[src/rtl/intagg_pkg.sv]
package intagg_pkg;
  typedef enum logic [2:0] {
    REG_DEV_STAT    = 3'd0,
    REG_CTRL_MIRROR = 3'd1,
    REG_DEV_EN      = 3'd2,
    REG_CTRL_STAT   = 3'd3,
    REG_CTRL_EN     = 3'd4,
    REG_CTRL_SEL    = 3'd5,
    REG_LINE_EN     = 3'd6
  } reg_addr_e;

  localparam int unsigned BIT_CTRL_SUM = 1;
  localparam int unsigned BIT_CAN_ERR  = 5;
  localparam int unsigned BIT_GLB_ERR  = 7;
  localparam int unsigned BIT_SILENCE  = 10;
  localparam int unsigned NUM_LINES    = 2;

  // Sticky update: clear on write-1, set wins over clear
  function automatic logic [63:0] sticky_next(input logic [63:0] cur,
                                              input logic [63:0] clr,
                                              input logic [63:0] set);
    return (cur & ~clr) | set;
  endfunction

  // Mask of bits whose select matches line k
  function automatic logic [63:0] line_pick(input logic [63:0] sel, input int unsigned k);
    return (k == 0) ? ~sel : sel;
  endfunction
endpackage

[src/rtl/intagg_sticky.sv]
module intagg_sticky #(
  parameter int unsigned W = 32
) (
  input  logic         clk,
  input  logic         rst_n,
  input  logic [W-1:0] set,
  input  logic [W-1:0] clr,
  output logic [W-1:0] q
);
  import intagg_pkg::*;
  logic [63:0] nxt;
  assign nxt = sticky_next(64'(q), 64'(clr), 64'(set));

  always_ff @(posedge clk or negedge rst_n) begin
    if (!rst_n) q <= '0;
    else        q <= nxt[W-1:0];
  end
endmodule

[src/rtl/intagg_cfg.sv]
module intagg_cfg #(
  parameter int unsigned W       = 32,
  parameter logic [W-1:0] RST_VAL = '0
) (
  input  logic         clk,
  input  logic         rst_n,
  input  logic         we,
  input  logic [W-1:0] d,
  output logic [W-1:0] q
);
  always_ff @(posedge clk or negedge rst_n) begin
    if (!rst_n)  q <= RST_VAL;
    else if (we) q <= d;
  end
endmodule

[src/rtl/intagg_silence.sv]
module intagg_silence #(
  parameter int unsigned CYCLES = 250_000_000
) (
  input  logic clk,
  input  logic rst_n,
  input  logic frame,
  output logic expire
);
  localparam int unsigned CNT_W = (CYCLES < 2) ? 1 : $clog2(CYCLES);
  localparam logic [CNT_W-1:0] LIMIT = CNT_W'(CYCLES - 1);

  logic [CNT_W-1:0] cnt;
  assign expire = !frame && (cnt == LIMIT);

  always_ff @(posedge clk or negedge rst_n) begin
    if (!rst_n)               cnt <= '0;
    else if (frame || expire) cnt <= '0;
    else                      cnt <= cnt + 1'b1;
  end
endmodule

[src/rtl/intagg_route.sv]
module intagg_route #(
  parameter int unsigned W = 32
) (
  input  logic [W-1:0] stat,
  input  logic [W-1:0] en,
  input  logic [W-1:0] sel,
  input  logic [1:0]   gate,
  output logic [1:0]   line_act
);
  import intagg_pkg::*;
  for (genvar k = 0; k < NUM_LINES; k++) begin : g_line
    logic [63:0] pick;
    assign pick        = line_pick(64'(sel), k);
    assign line_act[k] = gate[k] && |(stat & en & pick[W-1:0]);
  end
endmodule

[src/rtl/intagg_top.sv]
module intagg_top #(
  parameter int unsigned DATA_W         = 32,
  parameter int unsigned SILENCE_CYCLES = 250_000_000
) (
  input  logic              clk,
  input  logic              rst_n,
  input  logic [DATA_W-1:0] ctrl_evt,
  input  logic [DATA_W-1:0] dev_evt,
  input  logic              frame_evt,
  input  logic              wr_en,
  input  logic [2:0]        addr,
  input  logic [DATA_W-1:0] wr_data,
  output logic [DATA_W-1:0] rd_data,
  output logic              int_n,
  output logic              line0_n,
  output logic              line1_n
);
  import intagg_pkg::*;

  localparam logic [DATA_W-1:0] SUM_MASK = DATA_W'(1) << BIT_CTRL_SUM;
  localparam logic [DATA_W-1:0] SIL_SET  = (DATA_W'(1) << BIT_SILENCE)
                                         | (DATA_W'(1) << BIT_CAN_ERR)
                                         | (DATA_W'(1) << BIT_GLB_ERR);

  logic [DATA_W-1:0] ctrl_stat, ctrl_en, ctrl_sel, dev_stat, dev_en, dev_view;
  logic [DATA_W-1:0] ctrl_clr, dev_clr, dev_set;
  logic [1:0]        line_en, line_act;
  logic              silence_hit, summary;
  logic              we_ctrl_stat, we_dev_stat, we_dev_en, we_ctrl_en, we_ctrl_sel, we_line_en;

  assign we_ctrl_stat = wr_en && (addr == REG_CTRL_STAT);
  assign we_dev_stat  = wr_en && (addr == REG_DEV_STAT);
  assign we_dev_en    = wr_en && (addr == REG_DEV_EN);
  assign we_ctrl_en   = wr_en && (addr == REG_CTRL_EN);
  assign we_ctrl_sel  = wr_en && (addr == REG_CTRL_SEL);
  assign we_line_en   = wr_en && (addr == REG_LINE_EN);

  assign ctrl_clr = we_ctrl_stat ? wr_data : '0;
  assign dev_clr  = we_dev_stat ? (wr_data & ~SUM_MASK) : '0;
  assign dev_set  = (dev_evt & ~SUM_MASK) | (silence_hit ? SIL_SET : '0);

  intagg_sticky #(.W(DATA_W)) u_ctrl_stat (
    .clk(clk), .rst_n(rst_n), .set(ctrl_evt), .clr(ctrl_clr), .q(ctrl_stat));

  intagg_sticky #(.W(DATA_W)) u_dev_stat (
    .clk(clk), .rst_n(rst_n), .set(dev_set), .clr(dev_clr), .q(dev_stat));

  intagg_cfg #(.W(DATA_W), .RST_VAL('1)) u_dev_en (
    .clk(clk), .rst_n(rst_n), .we(we_dev_en), .d(wr_data), .q(dev_en));

  intagg_cfg #(.W(DATA_W), .RST_VAL('0)) u_ctrl_en (
    .clk(clk), .rst_n(rst_n), .we(we_ctrl_en), .d(wr_data), .q(ctrl_en));

  intagg_cfg #(.W(DATA_W), .RST_VAL('0)) u_ctrl_sel (
    .clk(clk), .rst_n(rst_n), .we(we_ctrl_sel), .d(wr_data), .q(ctrl_sel));

  intagg_cfg #(.W(2), .RST_VAL(2'b00)) u_line_en (
    .clk(clk), .rst_n(rst_n), .we(we_line_en), .d(wr_data[1:0]), .q(line_en));

  intagg_silence #(.CYCLES(SILENCE_CYCLES)) u_silence (
    .clk(clk), .rst_n(rst_n), .frame(frame_evt), .expire(silence_hit));

  intagg_route #(.W(DATA_W)) u_route (
    .stat(ctrl_stat), .en(ctrl_en), .sel(ctrl_sel), .gate(line_en), .line_act(line_act));

  assign summary  = |line_act;
  assign dev_view = dev_stat | (summary ? SUM_MASK : '0);
  assign int_n    = !(|(dev_view & dev_en));
  assign line0_n  = !line_act[0];
  assign line1_n  = !line_act[1];

  always_comb begin
    case (addr)
      REG_DEV_STAT:    rd_data = dev_view;
      REG_CTRL_MIRROR: rd_data = ctrl_stat;
      REG_DEV_EN:      rd_data = dev_en;
      REG_CTRL_STAT:   rd_data = ctrl_stat;
      REG_CTRL_EN:     rd_data = ctrl_en;
      REG_CTRL_SEL:    rd_data = ctrl_sel;
      REG_LINE_EN:     rd_data = DATA_W'(line_en);
      default:         rd_data = '0;
    endcase
  end
endmodule

[config.mk]
export PLATFORM = sky130hd
export DESIGN_NAME = intagg_top
export DESIGN_NICKNAME = d
export VERILOG_FILES = /design/src/rtl/intagg_pkg.sv /design/src/rtl/intagg_sticky.sv /design/src/rtl/intagg_cfg.sv /design/src/rtl/intagg_silence.sv /design/src/rtl/intagg_route.sv /design/src/rtl/intagg_top.sv
export SDC_FILE = /design/constraint.sdc
export NUM_CORES = 1
export LEC_CHECK = 0
export ABC_CLOCK_PERIOD_IN_PS = 2200
export BUFFER_PORTS_ARGS = -buffer_cell sky130_fd_sc_hd__buf_4
export CAP_MARGIN = 5
export CORE_ASPECT_RATIO = 1.75
export CORE_MARGIN = 10
export CORE_UTILIZATION = 53
export DETAILED_ROUTE_END_ITERATION = 12
export PLACE_DENSITY = 0.77
export SYNTH_ARGS = -nofsm -noshare
export SYNTH_HDL_FRONTEND = slang
export SYNTH_HIERARCHICAL = 1
export SYNTH_SLANG_ARGS = --single-unit
[constraint.sdc]
create_clock -name clk -period 2.2 [get_ports clk]
set_clock_uncertainty 0.05 [all_clocks]
set_input_delay 0.44 -clock clk [delete_from_list [all_inputs] [get_ports clk]]
set_output_delay 0.44 -clock clk [all_outputs]
set_load 0.01 [all_outputs]
; ---- Yosys cells after proc, flatten, opt, wreduce, memory -nomap -nowiden
; Cells that the tools add are included.
[classes]
addsub = 1
n_eq_ne = 7
n_mux = 6
bitwise = 13
reduce_logical = 20
[ops]
columns = op, n
row1 = 32-bit AND, 6
row2 = 32-bit case mux with 6 select lines, 1
row3 = 32-bit inverter, 3
row4 = 32-bit OR reduction, 3
row5 = 32-bit two-way mux, 2
row6 = 32-bit OR, 2
row7 = 32-bit by 11-bit OR with 32-bit output, 1
row8 = 32-bit by 2-bit OR with 32-bit output, 1
row9 = "28-bit by 1-bit adder with 28-bit output, second input constant", 1
row10 = "28-bit == test, second input constant", 1
row11 = 28-bit two-way mux, 1
row12 = 11-bit two-way mux, 1
row13 = "3-bit == test, second input constant", 3
row14 = 1-bit logical AND, 9
row15 = "3-bit by 2-bit == test with 1-bit output, second input constant", 2
row16 = 1-bit logical NOT, 4
row17 = 2-bit OR reduction, 2
row18 = "3-bit by 1-bit == test with 1-bit output, second input constant", 1
row19 = 3-bit logical NOT, 1
row20 = 2-bit two-way mux, 1
row21 = 1-bit logical OR, 1
[word_totals]
ff_bits = 190
in_bits = 103

; ---- Logic depth before layout (Yosys ltp)
[logic_depth]
depth_word = 10
mapped_depth = 8

; ---- By module
; The synthesis kept the hierarchy.
[modules_own_cells]
columns = mod, n_inst, cells_per_inst, area_each_um2, seq_area_each_um2
row1 = intagg_cfg (u_ctrl_en ...), 2, 68, 1345.0, 800.8
row2 = intagg_sticky, 2, 96, 1161.1, 800.8
row3 = intagg_top, 1, 297, 1905.6, 0.0
row4 = intagg_silence, 1, 162, 1492.7, 700.7
row5 = intagg_cfg (u_dev_en), 1, 68, 1385.1, 840.8
row6 = intagg_route, 1, 95, 506.7, 0.0
row7 = intagg_cfg (u_line_en), 1, 4, 72.6, 50.0

; ---- Worst setup path before layout
; No wires, ideal clock.
[synth_timing]
path_kind = register to output
from = register u_ctrl_stat.q[22]
to = output port int_n
arrival_time_ns = 1.778
required_time_ns = 1.710
setup_slack_ns = -0.068
stages_incl_launch_ff = 7
path_buffers = 0
path_cell_list = dfrtp_1 nand2_1 o22ai_1 nor4_1 a41oi_1 or3_1 a2111oi_2
[synth_via]
elab_chain_len = 10
word_cells_on_any_way = 13
classes_between = mux: 1 / bitwise: 5 / reduce/logical: 7
[synth_lines]
columns = element, line_no
row1 = "start, declared", intagg_sticky.sv:8  ; output logic [W-1:0] q
row2 = "start signal, assigned", intagg_sticky.sv:16  ; else q <= nxt[W-1:0];
row3 = 32-bit AND (2 in series), intagg_route.sv:14  ; assign line_act[k] = gate[k] && |(stat & en & pick[W-1:0]);
row4 = 32-bit OR reduction, intagg_route.sv:14
row5 = 1-bit logical AND, intagg_route.sv:14
row6 = net line_act[0], intagg_top.sv:27  ; logic [1:0] line_en, line_act;
row7 = 2-bit OR reduction, intagg_top.sv:66  ; assign summary = |line_act;
row8 = 2-bit two-way mux, intagg_top.sv:67  ; assign dev_view = dev_stat | (summary ? SUM_MASK : '0);
row9 = 32-bit by 2-bit OR with 32-bit output, intagg_top.sv:67
row10 = 32-bit AND, intagg_top.sv:68  ; assign int_n = !(|(dev_view & dev_en));
row11 = 32-bit OR reduction, intagg_top.sv:68
row12 = 1-bit logical NOT, intagg_top.sv:68
row13 = "end, declared", intagg_top.sv:14  ; output logic int_n,
; The timed path passes the listed nets, and every way through them passes these cells.

; ---- Worst setup path after layout
[layout_timing]
from = register u_ctrl_sel.q[14]
to = output port int_n
[layout_via]
word_cells_on_any_way = 13
classes_between = mux: 1 / bitwise: 5 / reduce/logical: 7
[layout_lines]
columns = element, line_no
row1 = "start, declared", intagg_cfg.sv:9  ; output logic [W-1:0] q
row2 = "start signal, assigned", intagg_cfg.sv:12  ; if (!rst_n) q <= RST_VAL;
row3 = "start signal, assigned", intagg_cfg.sv:13  ; else if (we) q <= d;
row4 = 32-bit AND, intagg_route.sv:14
row5 = 32-bit OR reduction, intagg_route.sv:14
row6 = 1-bit logical AND, intagg_route.sv:14
row7 = net line_act[1], intagg_top.sv:27
row8 = 2-bit OR reduction, intagg_top.sv:66
row9 = 2-bit two-way mux, intagg_top.sv:67
row10 = 32-bit by 2-bit OR with 32-bit output, intagg_top.sv:67
row11 = 32-bit AND, intagg_top.sv:68
row12 = 32-bit OR reduction, intagg_top.sv:68
row13 = 1-bit logical NOT, intagg_top.sv:68
; The timed path passes the listed nets, and every way through them passes these cells.

==> run metrics <==
run status complete, but fails checks; failing checks setup timing; Tcrit/Tclk final 141%; Antenna diodes 0; vias per cell slightly above 6; Num CTS Buffers 17; CTS tree done; CP cell instances nand3_2 > nand4_1 > nor4_2 > a21boi_1 > or3_4 > a2111oi_4 > buf_4; Detail Route Antenna Nets 0; min Tclk post-route between 3 and 4 ns; Worst Tran Pin Value about 0.63 ns; Syn Area/Cell 10.9 um2; CP endpoint kind primary output; most common cell after layout, fill and taps aside buf_4; via count 9098; Lkg Pwr ~6.0 nW; final worst slack -0.909 ns; synthesized area about 10000 um2; first-pass GRT wire length 53200 um; die area 25800 um2; Iter 0 DRT Violations 820; met1 Use GR 28.0%; total global routing overflow 0; post-layout util 71.8%; Post-Place Cell Area 12800 um2; fraction of layout cells with a size suffix above 1 42.8%; critical path peak fanout 3; chip height 205 um; nets 1355; GRT Overall Usage between 20% and 30%; H-tree levels 4; Worst setup SP type register; fraction of registers with async set/reset between 90% and 100%; detailed placement HPWL 24500 um; Worst EP required 1.71 ns; most frequent cells in the layout 294 x buf_4, 155 x dfrtp_1, 91 x mux2_4; largest stage delay on the critical path 0.44 ns; Final setup viols 6; worst vdd ir 0.515 mV; largest net degree at the start of global routing 62; Initial Utilization 54.0%; GR Layer Usage met3 5.28%; Final Hold Fails 0; Fmax 322 MHz; Worst-Skew Late Latency 0.43 ns; Seq/Total Area, Yosys about 46%; Synth Register Bits 190; drt first pass iters 7; Setup CP Type reg2out; Slew Limit Fails 0; Slew HR 57.5%; Die Wd about 130 um; IO Pins 138; M2 GR Usage 46.8%; routability cong. 0.950; clock-pin slew on the worst setup and hold paths ~0.070 ns; Post-synth EDFFs 0; I/O Buffers about 140; # Max-Cap Violations 0; Area Growth Syn to Fin 32.8%; Main synth FF type dfrtp_1; FP Rows 67; Mapped Cells 954; Root Buffer clkbuf_16; core region area roughly 19000 um2; Post-route DRC 0; slowest stage cell, crit path or3_4; worst min path class in2reg; Avg WL per Cell about 23 um; post-synth cell types 59; initial antenna violation count 0; gr busiest metal met2; Pwr per Cell Area 766 nW/um2; clk sinks 190; final WL around 35000 um; CP arrival between 2 and 3 ns; Max Root-Sink Buffers 2; warnings from Yosys 6; number of global-route vias before repair ~9600; finished layout cell area 13800 um2; RSZ-0062 raised after global routing true
==> path summary, 6_finish.rpt <==
path	from	end	slack [ns]	cells past startpoint
worst min register to register	u_dev_stat/q[1]$_DFF_PN0_	u_dev_stat/q[1]$_DFF_PN0_	0.45	1
worst max-delay path	u_ctrl_sel/q[14]$_DFFE_PN0P_	int_n	-0.91	7
max in group asynchronous	rst_n	u_dev_en/q[24]$_DFFE_PN1P_	0.94	3
min in group asynchronous	rst_n	u_silence/cnt[15]$_DFF_PN0_	0.44	2
worst min-delay path	dev_evt[18]	u_dev_stat/q[18]$_DFF_PN0_	0.13	2
worst max register to register	u_silence/cnt[4]$_DFF_PN0_	u_silence/cnt[18]$_DFF_PN0_	0.08	5
==> critical path: cells and delay by family (launching register included) <==
family,cells,cell delay (ns)
simple gates,4,1.01
buf+inv,1,0.19
compound gates,2,0.58
flops,1,0.41
==> registers in the layout, indices dropped and copies added, names as in the netlist <==
signal,cells
u_silence/cnt,28
u_dev_en/q,32
u_ctrl_en/q,32
u_line_en/q,2
u_ctrl_sel/q,32
u_dev_stat/q,32
u_ctrl_stat/q,32
==> timing repair <==
action / in CTS / in global routing
gates resized for setup: 30 / 19
hold buffers: 1 / 0
endpoints found under the setup margin: 7 / 21
setup buffers: 6 / 11
cloned: 0 / 1
pin swaps: 23 / 15
hold endpoints to repair: 35 / 0
==> final cells by class <==
cell class / instances / area (um2)
Timing Repair Buffer: 325 / 2690
Clock buffer: 19 / 433
Tap cell: 241 / 302
Fill cell: 1345 / 5420
Sequential cell: 190 / 4800
Inverter: 74 / 278
Clock inverter: 13 / 163
Multi-Input combinational cell: 643 / 5120
==> synthesized netlist by cell type, types with 4 or more instances <==
| cell type | count | area share [%] |
|---|---|---|
| nor3_1 | 6 | 0.29 |
| and2_1 | 64 | 3.9 |
| dfstp_2 | 32 | 8.1 |
| nor4_1 | 8 | 0.48 |
| nor2_1 | 53 | 1.9 |
| o31ai_1 | 4 | 0.29 |
| clkbuf_1 | 7 | 0.25 |
| o22ai_1 | 42 | 2.5 |
| mux2i_1 | 29 | 2.8 |
| mux2_4 | 90 | 13 |
| or3_1 | 9 | 0.54 |
| nand4_1 | 20 | 1.2 |
| a21o_1 | 64 | 4.6 |
| buf_4 | 5 | 0.36 |
| nand2_1 | 38 | 1.4 |
| o21ai_0 | 8 | 0.39 |
| nand3b_1 | 7 | 0.51 |
| inv_1 | 73 | 2.6 |
| mux2_2 | 8 | 0.87 |
| or4_1 | 5 | 0.36 |
| xor2_1 | 4 | 0.34 |
| xnor2_1 | 9 | 0.76 |
| a22oi_1 | 39 | 2.8 |
| buf_2 | 24 | 1.2 |
| buf_12 | 9 | 1.7 |
| dfrtp_1 | 158 | 38 |
| and3_1 | 8 | 0.48 |
| nand3_1 | 40 | 1.9 |
| a21oi_1 | 45 | 2.2 |
==> through the flow <==
step                      power, mW  TNS [ns]  worst slack (ns)  std cells  hold WS (ns)
after floorplan                5.73   -0.0228           -0.0145        955        0.0944
after global placement         7.02    -0.821            -0.411       1458         0.343
after detailed placement       7.10    -0.956            -0.505       1458         0.344
after CTS                      10.4     -2.07            -0.811       1495         0.116
after global routing           10.9     -3.12            -0.991       1505         0.112
final                          10.6     -2.30            -0.909       1505         0.127
==> cell families after synthesis <==
| logic type | count (synthesis) | synth area share (%) |
|---|---|---|
| xor+xnor | 13 | 1.10 |
| compound gates | 221 | 14.7 |
| flops | 190 | 46.2 |
| simple gates | 276 | 14.4 |
| buf+inv | 123 | 6.55 |
| fa+ha+maj | 1 | 0.121 |
| other cells | 1 | 0.0361 |
| mux | 129 | 16.9 |
==> metal layers <==
| layer | part of all wire [%] | routed length, um |
|---|---|---|
| met4 | 5.8 | 2000 |
| met1 | 36 | 12400 |
| met5 | 0 | 0 |
| met3 | 6.0 | 2070 |
| met2 | 53 | 18200 |
==> where the power goes <==
group	switching, mW	internal (mW)
clock network	1.39	1.80
logic	1.29	1.66
registers	0.392	4.02
Power figures use the tool's default switching activity.
